## config.mk

```make
export PLATFORM = sky130hd
export DESIGN_NAME = pms_ctrl
export DESIGN_NICKNAME = d
export VERILOG_FILES = /design/src/rtl/pms_pkg.sv /design/src/rtl/pms_hold_filter.sv /design/src/rtl/pms_batt_judge.sv /design/src/rtl/pms_warn_timer.sv /design/src/rtl/pms_ctrl.sv
export SDC_FILE = /design/constraint.sdc
export NUM_CORES = 1
export LEC_CHECK = 0
export BUFFER_PORTS_ARGS = -buffer_cell sky130_fd_sc_hd__buf_2
export CORE_UTILIZATION = 26
export DETAILED_ROUTE_END_ITERATION = 8
export PLACE_DENSITY = 0.49
export SLEW_MARGIN = 20
export SYNTH_ARGS = -nofsm -noshare
export SYNTH_HDL_FRONTEND = slang
export SYNTH_SLANG_ARGS = --single-unit
```

## constraint.sdc

```tcl
create_clock -name clk -period 4.7 [get_ports clk]
set_input_delay 0.235 -clock clk [delete_from_list [all_inputs] [get_ports clk]]
set_output_delay 0.235 -clock clk [all_outputs]
set_load 0.05 [all_outputs]
```

## src/rtl/pms_pkg.sv

```systemverilog
package pms_pkg;

    typedef enum logic [1:0] {
        MODE_SLEEP  = 2'd0,
        MODE_DOCK   = 2'd1,
        MODE_ACTIVE = 2'd2
    } pm_mode_e;

    typedef enum logic [1:0] {
        PATH_OFF    = 2'd0,
        PATH_DIRECT = 2'd1,
        PATH_LIMIT  = 2'd2,
        PATH_DIV3   = 2'd3
    } path_e;

    localparam int CMP_W    = 5;
    localparam int CMP_1V0  = 0;
    localparam int CMP_1V1  = 1;
    localparam int CMP_1V5  = 2;
    localparam int CMP_2V2  = 3;
    localparam int CMP_3V0  = 4;

    typedef struct packed {
        pm_mode_e mode;
        logic     supply;
        path_e    path;
        logic     safe;
    } ctl_state_t;

endpackage

```

## src/rtl/pms_hold_filter.sv

```systemverilog
module pms_hold_filter #(
    parameter int LIMIT = 16
) (
    input  logic clk,
    input  logic rst_n,
    input  logic en_i,
    input  logic in_i,
    output logic held_o
);
    localparam int CNT_W = $clog2(LIMIT + 1);

    logic [CNT_W-1:0] cnt_d, cnt_q;

    always_comb begin
        held_o = (cnt_q == CNT_W'(LIMIT));
        if (en_i && in_i) begin
            cnt_d = held_o ? cnt_q : cnt_q + 1'b1;
        end else begin
            cnt_d = '0;
        end
    end

    always_ff @(posedge clk or negedge rst_n) begin
        if (!rst_n) cnt_q <= '0;
        else        cnt_q <= cnt_d;
    end

    // count never passes the limit
    a_r4_cnt_bound: assert property (@(posedge clk) disable iff (!rst_n)
        cnt_q <= CNT_W'(LIMIT));

    // a low or disabled sample always clears qualification
    a_r7_restart: assert property (@(posedge clk) disable iff (!rst_n)
        (!en_i || !in_i) |=> !held_o);

endmodule

```

## src/rtl/pms_batt_judge.sv

```systemverilog
module pms_batt_judge
    import pms_pkg::*;
(
    input  logic [CMP_W-1:0] cmp_i,
    input  logic             limiter_en_i,
    output logic             wake_ok_o,
    output logic             floor_o,
    output path_e            path_o
);
    logic zinc_band;
    logic lith_band;
    logic mid_gap;

    always_comb begin
        zinc_band = cmp_i[CMP_1V1] && !cmp_i[CMP_2V2];
        lith_band = cmp_i[CMP_3V0];
        mid_gap   = cmp_i[CMP_2V2] && !cmp_i[CMP_3V0];
        wake_ok_o = zinc_band || lith_band;
        floor_o   = !cmp_i[CMP_1V0] || mid_gap;
        if (lith_band) begin
            path_o = PATH_DIV3;
        end else if (cmp_i[CMP_1V5] && !cmp_i[CMP_2V2] && limiter_en_i) begin
            path_o = PATH_LIMIT;
        end else begin
            path_o = PATH_DIRECT;
        end
    end

endmodule

```

## src/rtl/pms_warn_timer.sv

```systemverilog
module pms_warn_timer #(
    parameter int HALF_SEC_CYCLES = 64000,
    parameter int DELAY_W         = 8
) (
    input  logic               clk,
    input  logic               rst_n,
    input  logic               run_i,
    input  logic [DELAY_W-1:0] delay_i,
    output logic               expire_o
);
    localparam int PRE_W = (HALF_SEC_CYCLES > 1) ? $clog2(HALF_SEC_CYCLES) : 1;
    localparam logic [PRE_W-1:0] PRE_LAST = PRE_W'(HALF_SEC_CYCLES - 1);

    logic [PRE_W-1:0]   pre_d, pre_q;
    logic [DELAY_W-1:0] tick_d, tick_q;
    logic [DELAY_W-1:0] target;
    logic               pre_wrap;

    always_comb begin
        target   = (delay_i == '0) ? DELAY_W'(1) : delay_i;
        pre_wrap = (pre_q == PRE_LAST);
        expire_o = run_i && pre_wrap && (tick_q == target - 1'b1);
        pre_d    = pre_q;
        tick_d   = tick_q;
        if (!run_i) begin
            pre_d  = '0;
            tick_d = '0;
        end else if (pre_wrap) begin
            pre_d  = '0;
            tick_d = tick_q + 1'b1;
        end else begin
            pre_d  = pre_q + 1'b1;
        end
    end

    always_ff @(posedge clk or negedge rst_n) begin
        if (!rst_n) begin
            pre_q  <= '0;
            tick_q <= '0;
        end else begin
            pre_q  <= pre_d;
            tick_q <= tick_d;
        end
    end

    // prescaler stays inside one half-second period
    a_r9_pre_bound: assert property (@(posedge clk) disable iff (!rst_n)
        pre_q <= PRE_LAST);

    // timer is idle whenever it is not running
    a_r9_idle_clear: assert property (@(posedge clk) disable iff (!rst_n)
        !run_i |=> (tick_q == '0));

endmodule

```

## src/rtl/pms_ctrl.sv

```systemverilog
module pms_ctrl
    import pms_pkg::*;
#(
    parameter int BTN_HOLD_CYCLES = 2560,
    parameter int SLP_HOLD_CYCLES = 13,
    parameter int HALF_SEC_CYCLES = 64000,
    parameter int DELAY_W         = 8
) (
    input  logic               clk,
    input  logic               rst_n,
    input  logic               button_i,
    input  logic               dock_i,
    input  logic               sleep_req_i,
    input  logic [4:0]         cmp_i,
    input  logic               cfg_no_button_i,
    input  logic               cfg_limiter_en_i,
    input  logic [DELAY_W-1:0] cfg_warn_delay_i,
    output logic               supply_en_o,
    output logic [1:0]         supply_path_o,
    output logic               warn_o,
    output logic               safe_mode_o,
    output logic               button_o,
    output logic [1:0]         mode_o
);
    ctl_state_t st_d, st_q;

    logic  btn_held;
    logic  slp_held;
    logic  wake_ok;
    logic  floor_hit;
    logic  expire;
    logic  timer_run;
    path_e path_sel;

    pms_hold_filter #(.LIMIT(BTN_HOLD_CYCLES)) u_btn_hold (
        .clk    (clk),
        .rst_n  (rst_n),
        .en_i   (st_q.mode == MODE_SLEEP),
        .in_i   (button_i),
        .held_o (btn_held)
    );

    pms_hold_filter #(.LIMIT(SLP_HOLD_CYCLES)) u_slp_deglitch (
        .clk    (clk),
        .rst_n  (rst_n),
        .en_i   (st_q.mode == MODE_ACTIVE),
        .in_i   (sleep_req_i),
        .held_o (slp_held)
    );

    pms_batt_judge u_judge (
        .cmp_i        (cmp_i),
        .limiter_en_i (cfg_limiter_en_i),
        .wake_ok_o    (wake_ok),
        .floor_o      (floor_hit),
        .path_o       (path_sel)
    );

    assign timer_run = (st_q.mode == MODE_DOCK) && st_q.supply;

    pms_warn_timer #(
        .HALF_SEC_CYCLES (HALF_SEC_CYCLES),
        .DELAY_W         (DELAY_W)
    ) u_timer (
        .clk      (clk),
        .rst_n    (rst_n),
        .run_i    (timer_run),
        .delay_i  (cfg_warn_delay_i),
        .expire_o (expire)
    );

    always_comb begin
        st_d = st_q;
        unique case (st_q.mode)
            MODE_SLEEP: begin
                if (dock_i) begin
                    st_d.mode = MODE_DOCK;
                end else if (btn_held && wake_ok) begin
                    st_d.mode = MODE_ACTIVE;
                end
            end
            MODE_DOCK: begin
                if (!dock_i) begin
                    st_d.mode = (cfg_no_button_i && wake_ok) ? MODE_ACTIVE : MODE_SLEEP;
                end
            end
            MODE_ACTIVE: begin
                if (dock_i) begin
                    st_d.mode = MODE_DOCK;
                end else if (floor_hit) begin
                    st_d.mode = MODE_SLEEP;
                    st_d.safe = 1'b0;
                end else if (slp_held) begin
                    st_d.mode = MODE_SLEEP;
                end
            end
            default: st_d.mode = MODE_SLEEP;
        endcase

        unique case (st_d.mode)
            MODE_ACTIVE: st_d.supply = 1'b1;
            MODE_DOCK:   st_d.supply = (st_q.mode == MODE_DOCK) ?
                                       (st_q.supply && !expire) : st_q.supply;
            default:     st_d.supply = 1'b0;
        endcase

        if ((st_d.mode == MODE_DOCK) && (st_q.mode != MODE_DOCK)) begin
            st_d.safe = 1'b1;
        end

        st_d.path = st_d.supply ? path_sel : PATH_OFF;
    end

    always_ff @(posedge clk or negedge rst_n) begin
        if (!rst_n) begin
            st_q.mode   <= MODE_SLEEP;
            st_q.supply <= 1'b0;
            st_q.path   <= PATH_OFF;
            st_q.safe   <= 1'b1;
        end else begin
            st_q <= st_d;
        end
    end

    assign supply_en_o   = st_q.supply;
    assign supply_path_o = st_q.path;
    assign warn_o        = dock_i;
    assign safe_mode_o   = st_q.safe;
    assign button_o      = (st_q.mode == MODE_ACTIVE) && button_i;
    assign mode_o        = st_q.mode;

    // dock presence always lands in docked mode
    a_r2_dock_enters: assert property (@(posedge clk) disable iff (!rst_n)
        dock_i |=> (st_q.mode == MODE_DOCK));

    // sleep mode never powers the host
    a_r11_sleep_unpowered: assert property (@(posedge clk) disable iff (!rst_n)
        (st_q.mode == MODE_SLEEP) |-> (!st_q.supply && st_q.path == PATH_OFF));

    // active mode always has a live path
    a_r11_active_powered: assert property (@(posedge clk) disable iff (!rst_n)
        (st_q.mode == MODE_ACTIVE) |-> (st_q.supply && st_q.path != PATH_OFF));

    // safe-mode only falls on a drop from active to sleep
    a_r8_safe_fall: assert property (@(posedge clk) disable iff (!rst_n)
        $fell(st_q.safe) |-> (st_q.mode == MODE_SLEEP && $past(st_q.mode) == MODE_ACTIVE));

    // no wake without a qualified button and a valid window
    a_r4_wake_gated: assert property (@(posedge clk) disable iff (!rst_n)
        (st_q.mode == MODE_SLEEP && !(btn_held && wake_ok)) |=> (st_q.mode != MODE_ACTIVE));

    // supply in docked mode only drops when the timer expires
    a_r9_hold_supply: assert property (@(posedge clk) disable iff (!rst_n)
        (st_q.mode == MODE_DOCK && st_q.supply && dock_i && !expire) |=> st_q.supply);

    // active mode is kept when nothing asks to leave
    a_r7_stay_active: assert property (@(posedge clk) disable iff (!rst_n)
        (st_q.mode == MODE_ACTIVE && !dock_i && !floor_hit && !slp_held)
        |=> (st_q.mode == MODE_ACTIVE));

endmodule

```

Yosys cells after proc, flatten, opt, wreduce, memory -nomap -nowiden --
Cells that the tools add are included.
Storage, ports and cells: input port bits 20, logic and storage cells 77, flip-flop bits (word level) 46
Operators by class: add/sub/neg operators 5, eq/ne operators 13, reductions and logical operators 25, mux-type cells 26
Operators by type and width (number):
- $mux 16 | 2
- $mux 12 | 2
- $mux 8 | 3
- $mux 2 | 10
- $add 16x1->16 const B | 1
- $eq 16x16->1 const B | 1
- $logic_and 1x1->1 | 14
- $add 12x1->12 const B | 1
- $eq 12x12->1 const B | 1
- $add 8x1->8 const B | 1
- $eq 8x8->1 | 1
- $logic_not 8->1 | 1
- $mux 4 | 2
- $sub 8x1->8 const B | 1
- $ne 2x2->1 const B | 3
- $pmux 2 s3 | 1
- $mux 1 | 5
- $add 4x1->4 const B | 1
- $eq 2x1->1 const B | 2
- $eq 2x2->1 const B | 2
- $eq 4x4->1 const B | 1
- $logic_not 1->1 | 4
- $ne 2x1->1 const B | 2
- $reduce_bool 2->1 | 2
- other kinds (4) | 5

Logic depth before layout (Yosys ltp) --
Gate-level depths: netlist (run 1).
depth in word-level cells 11, depth in mapped cells 13, gate-level depth less buffers 13

By module --
From an unflattened synthesis (run 1), not the netlist that was laid out.
Unflattened totals: cell total of the unflattened synthesis 286, area, all modules 2742.6 µm²
By module, submodules not included:
- pms_warn_timer | sequential area each 600.6 µm², instances 1, area an instance 1471.4 µm², cells each 159
- pms_hold_filter at u_btn_hold | sequential area each 300.3 µm², instances 1, area an instance 656.9 µm², cells each 67
- pms_ctrl | sequential area each 151.4 µm², instances 1, area an instance 337.8 µm², cells each 31
- pms_hold_filter at u_slp_deglitch | sequential area each 100.1 µm², instances 1, area an instance 242.7 µm², cells each 23
- pms_batt_judge | sequential area each 0.0 µm², instances 1, area an instance 33.8 µm², cells each 6

Worst setup path before layout (run 1) --
Ideal clock, no wire load.
path type input to register, start input cfg_warn_delay_i[3], end register st_q, in the netlist supply_en_o, stages on the path 9, path slack 2.621 ns, setup time 0.137 ns, arrival 1.942 ns, path buffers 0, path through nor4_4 a21oi_2 ha_1 xor2_1 nor2_1 a21oi_1 a221o_1 nor4_2 a211oi_1
RTL lines:
- from (decl) | line pms_ctrl.sv:17 | input logic [DELAY_W-1:0] cfg_warn_delay_i,
- to (signal assigned) | line pms_ctrl.sv:121 | st_q <= st_d;
- to (decl) | line pms_ctrl.sv:25 | ctl_state_t st_d, st_q;

==> impl_metrics.ini, run 1 <==
[synth]
yosys.cell_types.count = 34
synth.area.top_cells = dfrtp_1 45%, xor2_1 7.3%, nor2_1 6.7%
netlist_area_um2 = 2520
ys_ff_latch = 46
yosysWarningCount = 0
ys_async_sr_fraction = 1.00
yosys-top-cells-count = 45 x dfrtp_1, 45 x nor2_1, 31 x nand2_1
yosysTopAreaCellShare = 0.448
syn-mean-instance-area_um2 = 9.12
netlist_instances = 276
yosysTopAreaCell = dfrtp_1
syn-num-nets = 305
synth_edf_count = 0
yosys_most_used_dff = dfrtp_1
synth-seq-area-share = 0.458

[floorplanning]
core_um2 = 9330
die_h_um = 100
io-pin-count = 28
die_x_um = 100
rows = 35
start_util = 0.270
fp.dieArea_um2 = 10100

[sta]
setup_ws_ps = 2480
max_freq_ghz = 0.450
timing.final.crit_share = 0.472
finalClockSkew_ps = 11.6
tightest_slew_ps = 615
drv_slew = 0
fin_crit_ps = 2220
setup_tns_ps = 0
slew_headroom = 0.587
rsz0062_at_grt = false
hold_violations = 0
finalSetupViolCount = 0

[grt]
groute.usage.overall = 0.103
grt_max_degree = 47
globalRouteOverflowTotal = 0
grt_pass1_wl_um = 8430
antenna_found_initial = 0
grt_pass1_vias = 1900

[layout]
drive_gt1_frac = 0.134
area_delta_synth_final_pct = 16.9
n_antenna_cell = 0
nets = 335

[clocking]
cts_tree = built
cts_buffers = 5
clk_latency_ps = 300
clkSlewWorstSetupHoldPaths_ps = 90
cts_sinks = 46
ctsHtreeMaxLevel = 2
cts_buffer_depth = 2
clockRootBuffer = clkbuf_8
post_cts_buffers = 0

[detailed_routing]
drc = 0
drt_iter0_drc = 62
viasPerCell = 4.44
detail_route.wirelength_um = 4770
ant_nets = 0
wl_per_cell_um = 10.9
via_count = 1935
dr.pass1.iters = 3

[setup_path]
r2r_slack_ps = 2480
critPathMaxFanout = 5
crit_type = reg -> reg
critPathLaunchType = flip-flop
cp-end-kind = flip-flop
worst_ep_arrival_time_ps = 2450
required_ps = 4930

[outcome]
status = complete, no violations

[flow_run]
drv_cap = 0

[place]
preCtsSetupSlack_ps = 2280
io_buffer_count = 27
gp_congestion = 0.770
dp_hpwl_um = 3550

[power_and_ir_drop]
leakagePower_uw = 0.00123
ir_worst_vdd_uv = 120
power_density_nw_per_um2 = 282

[worst_hold_path]
holdCritPathClass = in -> reg
==> state kept, by name (all words and copies together) (netlist names) <==
signal	count
u_timer.tick_q	8
u_btn_hold.cnt_q	12
supply_path_o	2
supply_en_o	1
u_timer.pre_q	16
u_slp_deglitch.cnt_q	4
mode_o	2
safe_mode_o	1
==> layer usage <==
metal	up-vias	wire, µm	track usage
met2	15	2250	0.175
met1	930	2390	0.133
met5	-	0	0
li1	988	-	-
met3	2	108	0.0251
met4	0	19	0.0234
==> area by class of cell <==
type                       instances  area, µm²
clock buffer                       5       68.8
tap                              129        161
clock inverter                     3       68.8
fill                             984       6390
multi-input combinational        214       1300
timing repair buffer              28        148
inverter                          11       41.3
sequential                        46       1150
==> final timing paths <==
kind	startpoint	to	cells after the start
setup / recovery	u_btn_hold.cnt_q[0]	supply_path_o[1]	12
hold / removal	dock_i	mode_o[0]	3
setup reg to reg	u_btn_hold.cnt_q[0]	supply_path_o[1]	12
hold reg to reg	safe_mode_o	safe_mode_o	2
max in group asynchronous	rst_n	u_timer.pre_q[9]	2
min in group asynchronous	rst_n	u_btn_hold.cnt_q[11]	2
==> report_power, final <==
group	switching, µW	total, µW	internal (µW)
registers	5.28	407	402
logic	49.5	73.5	24.0
clock network	136	349	213
==> placed cells by master, fill, tap and decap left out, types with 2 or more instances in the layout <==
| cell | netlist | routed |
|---|---|---|
| xnor2_1 | 16 | 16 |
| or3_1 | 9 | 9 |
| nor3b_1 | 2 | 2 |
| o21ai_0 | 6 | 6 |
| nor2_1 | 45 | 45 |
| dfrtp_1 | 45 | 45 |
| inv_1 | 11 | 11 |
| and2_1 | 2 | 2 |
| and3_1 | 6 | 6 |
| bufinv_16 | 0 | 2 |
| o21ai_1 | 2 | 2 |
| a31oi_1 | 2 | 2 |
| nand3_1 | 15 | 15 |
| nor3_1 | 8 | 8 |
| nor2b_1 | 2 | 2 |
| nand2b_1 | 3 | 3 |
| xor2_1 | 21 | 21 |
| nand4_1 | 7 | 7 |
| nand2_1 | 31 | 31 |
| ha_1 | 9 | 9 |
| a21oi_1 | 14 | 14 |
| nor4b_1 | 2 | 2 |
| buf_2 | 0 | 26 |
| a211oi_1 | 2 | 2 |
| clkbuf_8 | 0 | 5 |
| mux2i_1 | 2 | 2 |
==> what timing repair did <==
action                                 in CTS  in global routing
hold buffers                                0                  1
resized for setup                           0                  0
setup endpoints to repair                   0                  0
endpoints found under the hold margin       0                 38
==> per-stage QoR <==
step | cell area [µm²] | hold WS [ps] | cells | total power (µW) | util
after floorplan | 2520 | -60.6 | 276 | 458 | -
after global placement | 2790 | 471 | 427 | 489 | 0.299
after detailed placement | 2790 | 477 | 427 | 490 | 0.299
after CTS | 2930 | 159 | 435 | 845 | 0.314
after global routing | 2940 | 261 | 436 | 868 | 0.315
final | 2940 | 244 | 436 | 830 | 0.315
==> kinds of logic after synthesis <==
group	share of synthesized area
simple gates	0.262
buf+inv	0.0254
flops	0.458
compound gates	0.0691
mux	0.0124
xor+xnor	0.129
fa+ha+maj	0.0448
==> critical path, stage by stage, from the launching register on <==
cell     delay, ps
dfrtp_1        430
inv_1           80
ha_1           140
nor4b_1        220
nand3_1        220
nor2_1         140
a21oi_1         50
o32a_1         210
inv_1           80
ha_1           250
nor2_1         150
nand2_1         60
o21ai_1        110
(Power assumes the default switching activity.)
==> run 2, diff against run 1 <==
--- a/config.mk
+++ b/config.mk
@@ -5,10 +5,11 @@
 export SDC_FILE = /design/constraint.sdc
 export NUM_CORES = 1
 export LEC_CHECK = 0
+export ABC_AREA = 1
 export BUFFER_PORTS_ARGS = -buffer_cell sky130_fd_sc_hd__buf_2
 export CORE_UTILIZATION = 26
 export DETAILED_ROUTE_END_ITERATION = 8
-export PLACE_DENSITY = 0.49
+export PLACE_DENSITY = 0.5
 export SLEW_MARGIN = 20
 export SYNTH_ARGS = -nofsm -noshare
 export SYNTH_HDL_FRONTEND = slang
==> constraint.sdc (replaced) <==
create_clock -name clk -period 2 [get_ports clk]
set_input_delay 0.1 -clock clk [delete_from_list [all_inputs] [get_ports clk]]
set_output_delay 0.1 -clock clk [all_outputs]
set_load 0.05 [all_outputs]
==> run 2 against run 1 <==
Effect of this change:
- maximum frequency is 25% higher
- first-iteration DRC count is 94% higher
- cell count is 24% higher
- global-route usage is 0.51 points higher
- sequential cell count stayed put
- die area is 11% higher
- total power is 100% higher
- critical path type unchanged
- critical endpoint unchanged
- largest cell class unchanged
==> impl_metrics.ini, run 2 <==
[setup_path]
r2r_slack_ps = 220
path_buf_inv = 0
critPathTopFamily = simple AND/OR/NAND/NOR gates
slowest_delay_ps = 400
path_cells = ha_1 -> nand2_1 -> nor2_4 -> nand2_4 -> nor2_8 -> nand2_4 -> nor2_1 -> nand2_1 -> nor2_1 -> nand3_1 -> nand2_1 -> nand2_1 -> nand2_2 -> nor2_1
crit_type = reg -> reg
critPathLaunchType = flip-flop
critPathMaxFanout = 4
worst_ep_arrival_time_ps = 1960
required_ps = 2190
cp-end-kind = flip-flop
crit_slowest_cell = dfrtp_1
crit_top_cell = nand2_1

[clocking]
ctsHtreeMaxLevel = 2
clkSlewWorstSetupHoldPaths_ps = 80
cts_tree = built
cts_sinks = 46
clk_latency_ps = 290
cts_buffer_depth = 2
clockRootBuffer = clkbuf_8
cts_buffers = 5

[sta]
slew_headroom = 0.612
finalSetupViolCount = 0
timing.final.crit_share = 0.888
tightest_slew_ps = 578
drv_slew = 0
finalClockSkew_ps = 5.77
hold_violations = 0
fin_crit_ps = 1780
max_freq_ghz = 0.563
setup_ws_ps = 224

[grt]
antenna_found_initial = 0
globalRouteOverflowTotal = 0
grt_max_degree = 47
grt_pass1_vias = 2242
grt_pass1_wl_um = 9960
groute.usage.overall = 0.108

[layout]
largest_register = u_timer.pre_q
nets = 433
fill_cells = 1108
layout_commonest_cell = nand2_1
n_antenna_cell = 0
area_delta_synth_final_pct = 17.9
drive_gt1_frac = 0.203
most-common-layout-cells = 61 x nand2_1, 59 x inv_1, 45 x dfrtp_1
largestRegisters = u_timer.pre_q (16), u_btn_hold.cnt_q (12), u_timer.tick_q (8)
largest_register_ffs = 16
layout.cells.non_filler = 540

[synth]
synth_mux_area_frac = 0
synth_top_family_by_area = simple AND/OR/NAND/NOR gates
yosys_most_used_dff = dfrtp_1
synth-seq-area-share = 0.413
ys_async_sr_fraction = 1.00
yosys.cell_types.count = 40
ys_ff_latch = 46
yosys-top-cells-count = 62 x nand2_1, 59 x inv_1, 45 x dfrtp_1
synth_xor_area_frac = 0.0282
syn-num-nets = 387
synthAdderAreaFrac = 0.0403
synthSimpleGateAreaFrac = 0.316
synth_compound_area_frac = 0.107
netlist_instances = 358
yosysTopAreaCellShare = 0.403
synth.most_common_cell = nand2_1
syn-mean-instance-area_um2 = 7.80
yosysWarningCount = 0
synth_edf_count = 0
yosysTopAreaCell = dfrtp_1
netlist_area_um2 = 2790
synth.area.top_cells = dfrtp_1 40%, nand2_1 8.3%, inv_1 7.9%

[place]
preCtsSetupSlack_ps = 111
dp_hpwl_um = 4350
gp_congestion = 0.791
dpl.cell_count = 529
io_buffer_count = 27

[detailed_routing]
detail_route.wirelength_um = 5830
drc = 0
wl_per_cell_um = 10.8
drt_iter0_drc = 120
viasPerCell = 4.31
dr.pass1.iters = 4
ant_nets = 0
via_count = 2326

[floorplanning]
rows = 37
start_util = 0.269
io-pin-count = 28
die_h_um = 106
die_x_um = 106
fp.dieArea_um2 = 11200
core_um2 = 10400

[flow_run]
drv_cap = 0

[power_and_ir_drop]
leakagePower_uw = 0.00160
power_uw = 1660
ir_worst_vdd_uv = 302
power_density_nw_per_um2 = 505

[worst_hold_path]
holdCritPathClass = in -> reg

[outcome]
status = complete, no violations
run 2: cell types whose count changed in the layout (fill, tap and decap cells not counted), sizes merged, moves of 12 or more:
cell / previous run / this run
inv: 11 / 66
nand2: 31 / 68
xor2: 21 / 2
a21oi: 15 / 27
buf: 27 / 39
o21ai: 8 / 20
run 2: cell type report:
type,instances,area [µm²],share of cell area
repair buffers,40,235,0.0715
inverters,67,262,0.0794
clock buffers,7,76.3,0.0232
multi-input cells,244,1400,0.424
flip-flops and latches,46,1150,0.350
well taps,136,170,0.0517
run 2: kinds of logic (layout without fill, tap and decap cells):
logic type / Yosys count / count (layout)
compound gates: 55 / 55
xor+xnor: 9 / 9
fa+ha+maj: 9 / 9
buf+inv: 68 / 114
flops: 46 / 46
simple gates: 171 / 171
run 2: stage by stage:
step / instance area, µm² / TNS (ps) / utilization / hold WS (ps)
6_report: 3290 / 0 / 0.317 / 58.7
4_1_cts: 3240 / 0 / 0.313 / 50.4
2_1_floorplan: 2790 / 0 / - / -196
5_1_grt: 3290 / -0.172 / 0.317 / 74.1
3_3_place_gp: 3160 / 0 / 0.304 / 237
3_5_place_dp: 3160 / 0 / 0.304 / 242
run 2: path summary, 6_finish.rpt:
check	from	end	depth (start not counted)
worst max-delay path	u_timer.pre_q[0]	supply_path_o[1]	14
max in group asynchronous	rst_n	u_timer.pre_q[10]	3
worst max register to register	u_timer.pre_q[0]	supply_path_o[1]	14
worst min-delay path	cmp_i[3]	supply_path_o[0]	3
min in group asynchronous	rst_n	u_slp_deglitch.cnt_q[0]	3
worst min register to register	u_timer.pre_q[0]	u_timer.pre_q[0]	1
run 2: report_power, final:
part           total [µW]  switching (µW)  internal [µW]  leakage [µW]
registers             941            5.06            936      0.000636
clock network         540             299            241     0.0000383
logic                 182             115           66.9      0.000927
run 2: worst register-to-register path, cell delays in order (launching register included):
cell and delay, ps:
dfrtp_1 400, ha_1 200, nand2_1 100, nor2_4 130, nand2_4 80, nor2_8 110, nand2_4 80, nor2_1 110
nand2_1 60, nor2_1 80, nand3_1 90, nand2_1 70, nand2_1 50, nand2_2 70, nor2_1 40
run 2: routing by layer:
metal	track usage	wire length, µm	vias up
met1	0.144	2870	1046
met3	0.0198	190	4
met5	0	0	-
met2	0.185	2740	32
met4	0.0208	27	0
li1	-	-	1244
run 2: repair_timing:
action | in CTS | in global routing
hold buffers | 1 | 0
resized for setup | 0 | 8
buffers inserted | 0 | 3
hold endpoints to repair | 45 | 0
endpoints found under the setup margin | 0 | 3
==> run 3, diff against run 2 <==
--- a/config.mk
+++ b/config.mk
@@ -7,9 +7,11 @@
 export LEC_CHECK = 0
 export ABC_AREA = 1
 export BUFFER_PORTS_ARGS = -buffer_cell sky130_fd_sc_hd__buf_2
+export CELL_PAD_IN_SITES_DETAIL_PLACEMENT = 2
+export CELL_PAD_IN_SITES_GLOBAL_PLACEMENT = 2
 export CORE_UTILIZATION = 26
 export DETAILED_ROUTE_END_ITERATION = 8
-export PLACE_DENSITY = 0.5
+export PLACE_DENSITY = 0.72
 export SLEW_MARGIN = 20
 export SYNTH_ARGS = -nofsm -noshare
 export SYNTH_HDL_FRONTEND = slang
==> run 3 against run 2 <==
Effect of this change:
- setup slack got worse by 140 ps
- cell count increased by 1.1%
- critical path type unchanged
- highest routed layer unchanged
- clock power increased by 27%
- largest cell class unchanged
==> impl_metrics.ini, run 3 (synthesized netlist as in run 2, its figures left out) <==
[worst_hold_path]
hp-start = cmp_i[3]
holdCritPathClass = in -> reg

[sta]
holdWs_ps = 53.1
timing.final.crit_share = 0.956
tightest_slew_ps = 690
rsz0062_at_grt = true
max_freq_ghz = 0.523
drv_slew = 0
finalSetupViolCount = 0
fin_crit_ps = 1910
finalClockSkew_ps = 4.14
slew_headroom = 0.540
hold_violations = 0

[detailed_routing]
ant_nets = 0
dr.pass1.iters = 4
drt_iter0_drc = 49
viasPerCell = 4.63
via_count = 2527
drc = 0
detail_route.wirelength_um = 7850
wl_per_cell_um = 14.4

[grt]
groute.usage.overall = 0.150
antenna_found_initial = 0
grt_max_degree = 30
grt_pass1_vias = 2859
grt_pass1_wl_um = 13300
globalRouteOverflowTotal = 0

[setup_path]
path_buf_inv = 2
path_cells = inv_4 -> ha_4 -> nand2_1 -> nor2_1 -> nand4_1 -> o21ai_1 -> a21oi_2 -> ha_2 -> nand2_2 -> inv_1 -> nand2_1 -> nand2_1 -> nand2_2 -> nor2_1
required_ps = 2200
crit_type = reg -> reg
worstReg2RegStart = u_btn_hold.cnt_q[0]
critPathTopFamily = simple AND/OR/NAND/NOR gates
worst_ep_arrival_time_ps = 2110
critPathMaxFanout = 4
crit_slowest_cell = dfrtp_1
critPathLaunch = u_btn_hold.cnt_q[0]
critPathLaunchType = flip-flop
crit_top_cell = nand2_1
slowest_delay_ps = 430
cp-end-kind = flip-flop

[floorplanning]
die_x_um = 106
core_um2 = 10400
die_h_um = 106
fp.dieArea_um2 = 11200
rows = 37
start_util = 0.269
io-pin-count = 28

[layout]
largest_register = u_timer.pre_q
layout_commonest_cell = nand2_1
most-common-layout-cells = 59 x nand2_1, 58 x inv_1, 45 x dfrtp_1
nets = 438
n_antenna_cell = 0
drive_gt1_frac = 0.237
largestRegisters = u_timer.pre_q (16), u_btn_hold.cnt_q (12), u_timer.tick_q (8)
area_delta_synth_final_pct = 21.3
finish.utilization = 0.326
largest_register_ffs = 16

[clocking]
cts_buffers = 5
cts_sinks = 46
ctsHtreeMaxLevel = 2
cts_buffer_depth = 2
clkSlewWorstSetupHoldPaths_ps = 90
clk_latency_ps = 310
cts_tree = built
clockRootBuffer = clkbuf_8

[power_and_ir_drop]
p_seq_frac = 0.517
switchingPower_uw = 469
internal-power_uw = 1360
leakagePower_uw = 0.00164
combPwrFrac = 0.109
power_density_nw_per_um2 = 540
ir_worst_vdd_uv = 260
sw_frac_of_total = 0.257
clockPowerShare = 0.374

[place]
io_buffer_count = 27
gp_congestion = 0.755
dp_hpwl_um = 6020

[outcome]
status = complete, no violations

[flow_run]
drv_cap = 0
run 3: power by group through the flow:
stage | clock network [µW] | registers, µW | logic (µW)
5_1_grt | 741 | 946 | 224
2_1_floorplan | 0 | 975 | 81.7
4_1_cts | 715 | 944 | 190
3_5_place_dp | 0 | 962 | 185
3_3_place_gp | 0 | 962 | 180
6_report | 684 | 945 | 199
run 3: metal layers:
| layer | GRT usage | wire (µm) | vias up | part of all wire |
|---|---|---|---|---|
| li1 | - | - | 1256 | - |
| met1 | 0.182 | 3540 | 1244 | 0.45 |
| met2 | 0.277 | 4080 | 19 | 0.52 |
| met3 | 0.0229 | 134 | 8 | 0.017 |
| met4 | 0.0357 | 89 | 0 | 0.011 |
| met5 | 0 | 0 | - | 0 |
run 3: per-stage QoR:
step | std cells | setup TNS [ps] | total power [µW] | cell area (µm²) | setup WS (ps)
3_5_place_dp | 532 | -119 | 1150 | 3180 | -44.4
4_1_cts | 541 | 0 | 1850 | 3300 | 18.2
3_3_place_gp | 532 | 0 | 1140 | 3180 | 63.9
2_1_floorplan | 358 | 0 | 1060 | 2790 | 86.0
5_1_grt | 546 | -220 | 1910 | 3390 | -76.2
6_report | 546 | 0 | 1830 | 3390 | 88.6
run 3: repair_timing:
item,in CTS,in global routing
setup buffers,0,5
gates resized for setup,2,15
endpoints found under the hold margin,26,0
hold buffers,1,0
pin swaps,0,11
setup endpoints to repair,3,4
run 3: worst reg2reg max path, cell delays in order, from the launching register on:
cell	delay (ps)
dfrtp_1	430
inv_4	100
ha_4	130
nand2_1	60
nor2_1	100
nand4_1	140
o21ai_1	200
a21oi_2	90
ha_2	190
nand2_2	60
inv_1	30
nand2_1	60
nand2_1	60
nand2_2	100
nor2_1	50
run 3: layout make-up:
class	count	area (µm²)
repair buffers	45	273
clock buffers	8	110
inverters	67	264
fillers	1236	6980
flip-flops and latches	46	1150
well taps	136	170
multi-input cells	244	1420
run 3: final timing paths:
path / to / slack [ps] / cells past startpoint
max: supply_path_o[0] / 90 / 14
min in group asynchronous: u_slp_deglitch.cnt_q[0] / 360 / 2
max reg2reg: supply_path_o[0] / 90 / 14
min reg2reg: u_timer.pre_q[0] / 480 / 1
min: supply_path_o[0] / 50 / 3
max in group asynchronous: u_timer.tick_q[0] / 980 / 3
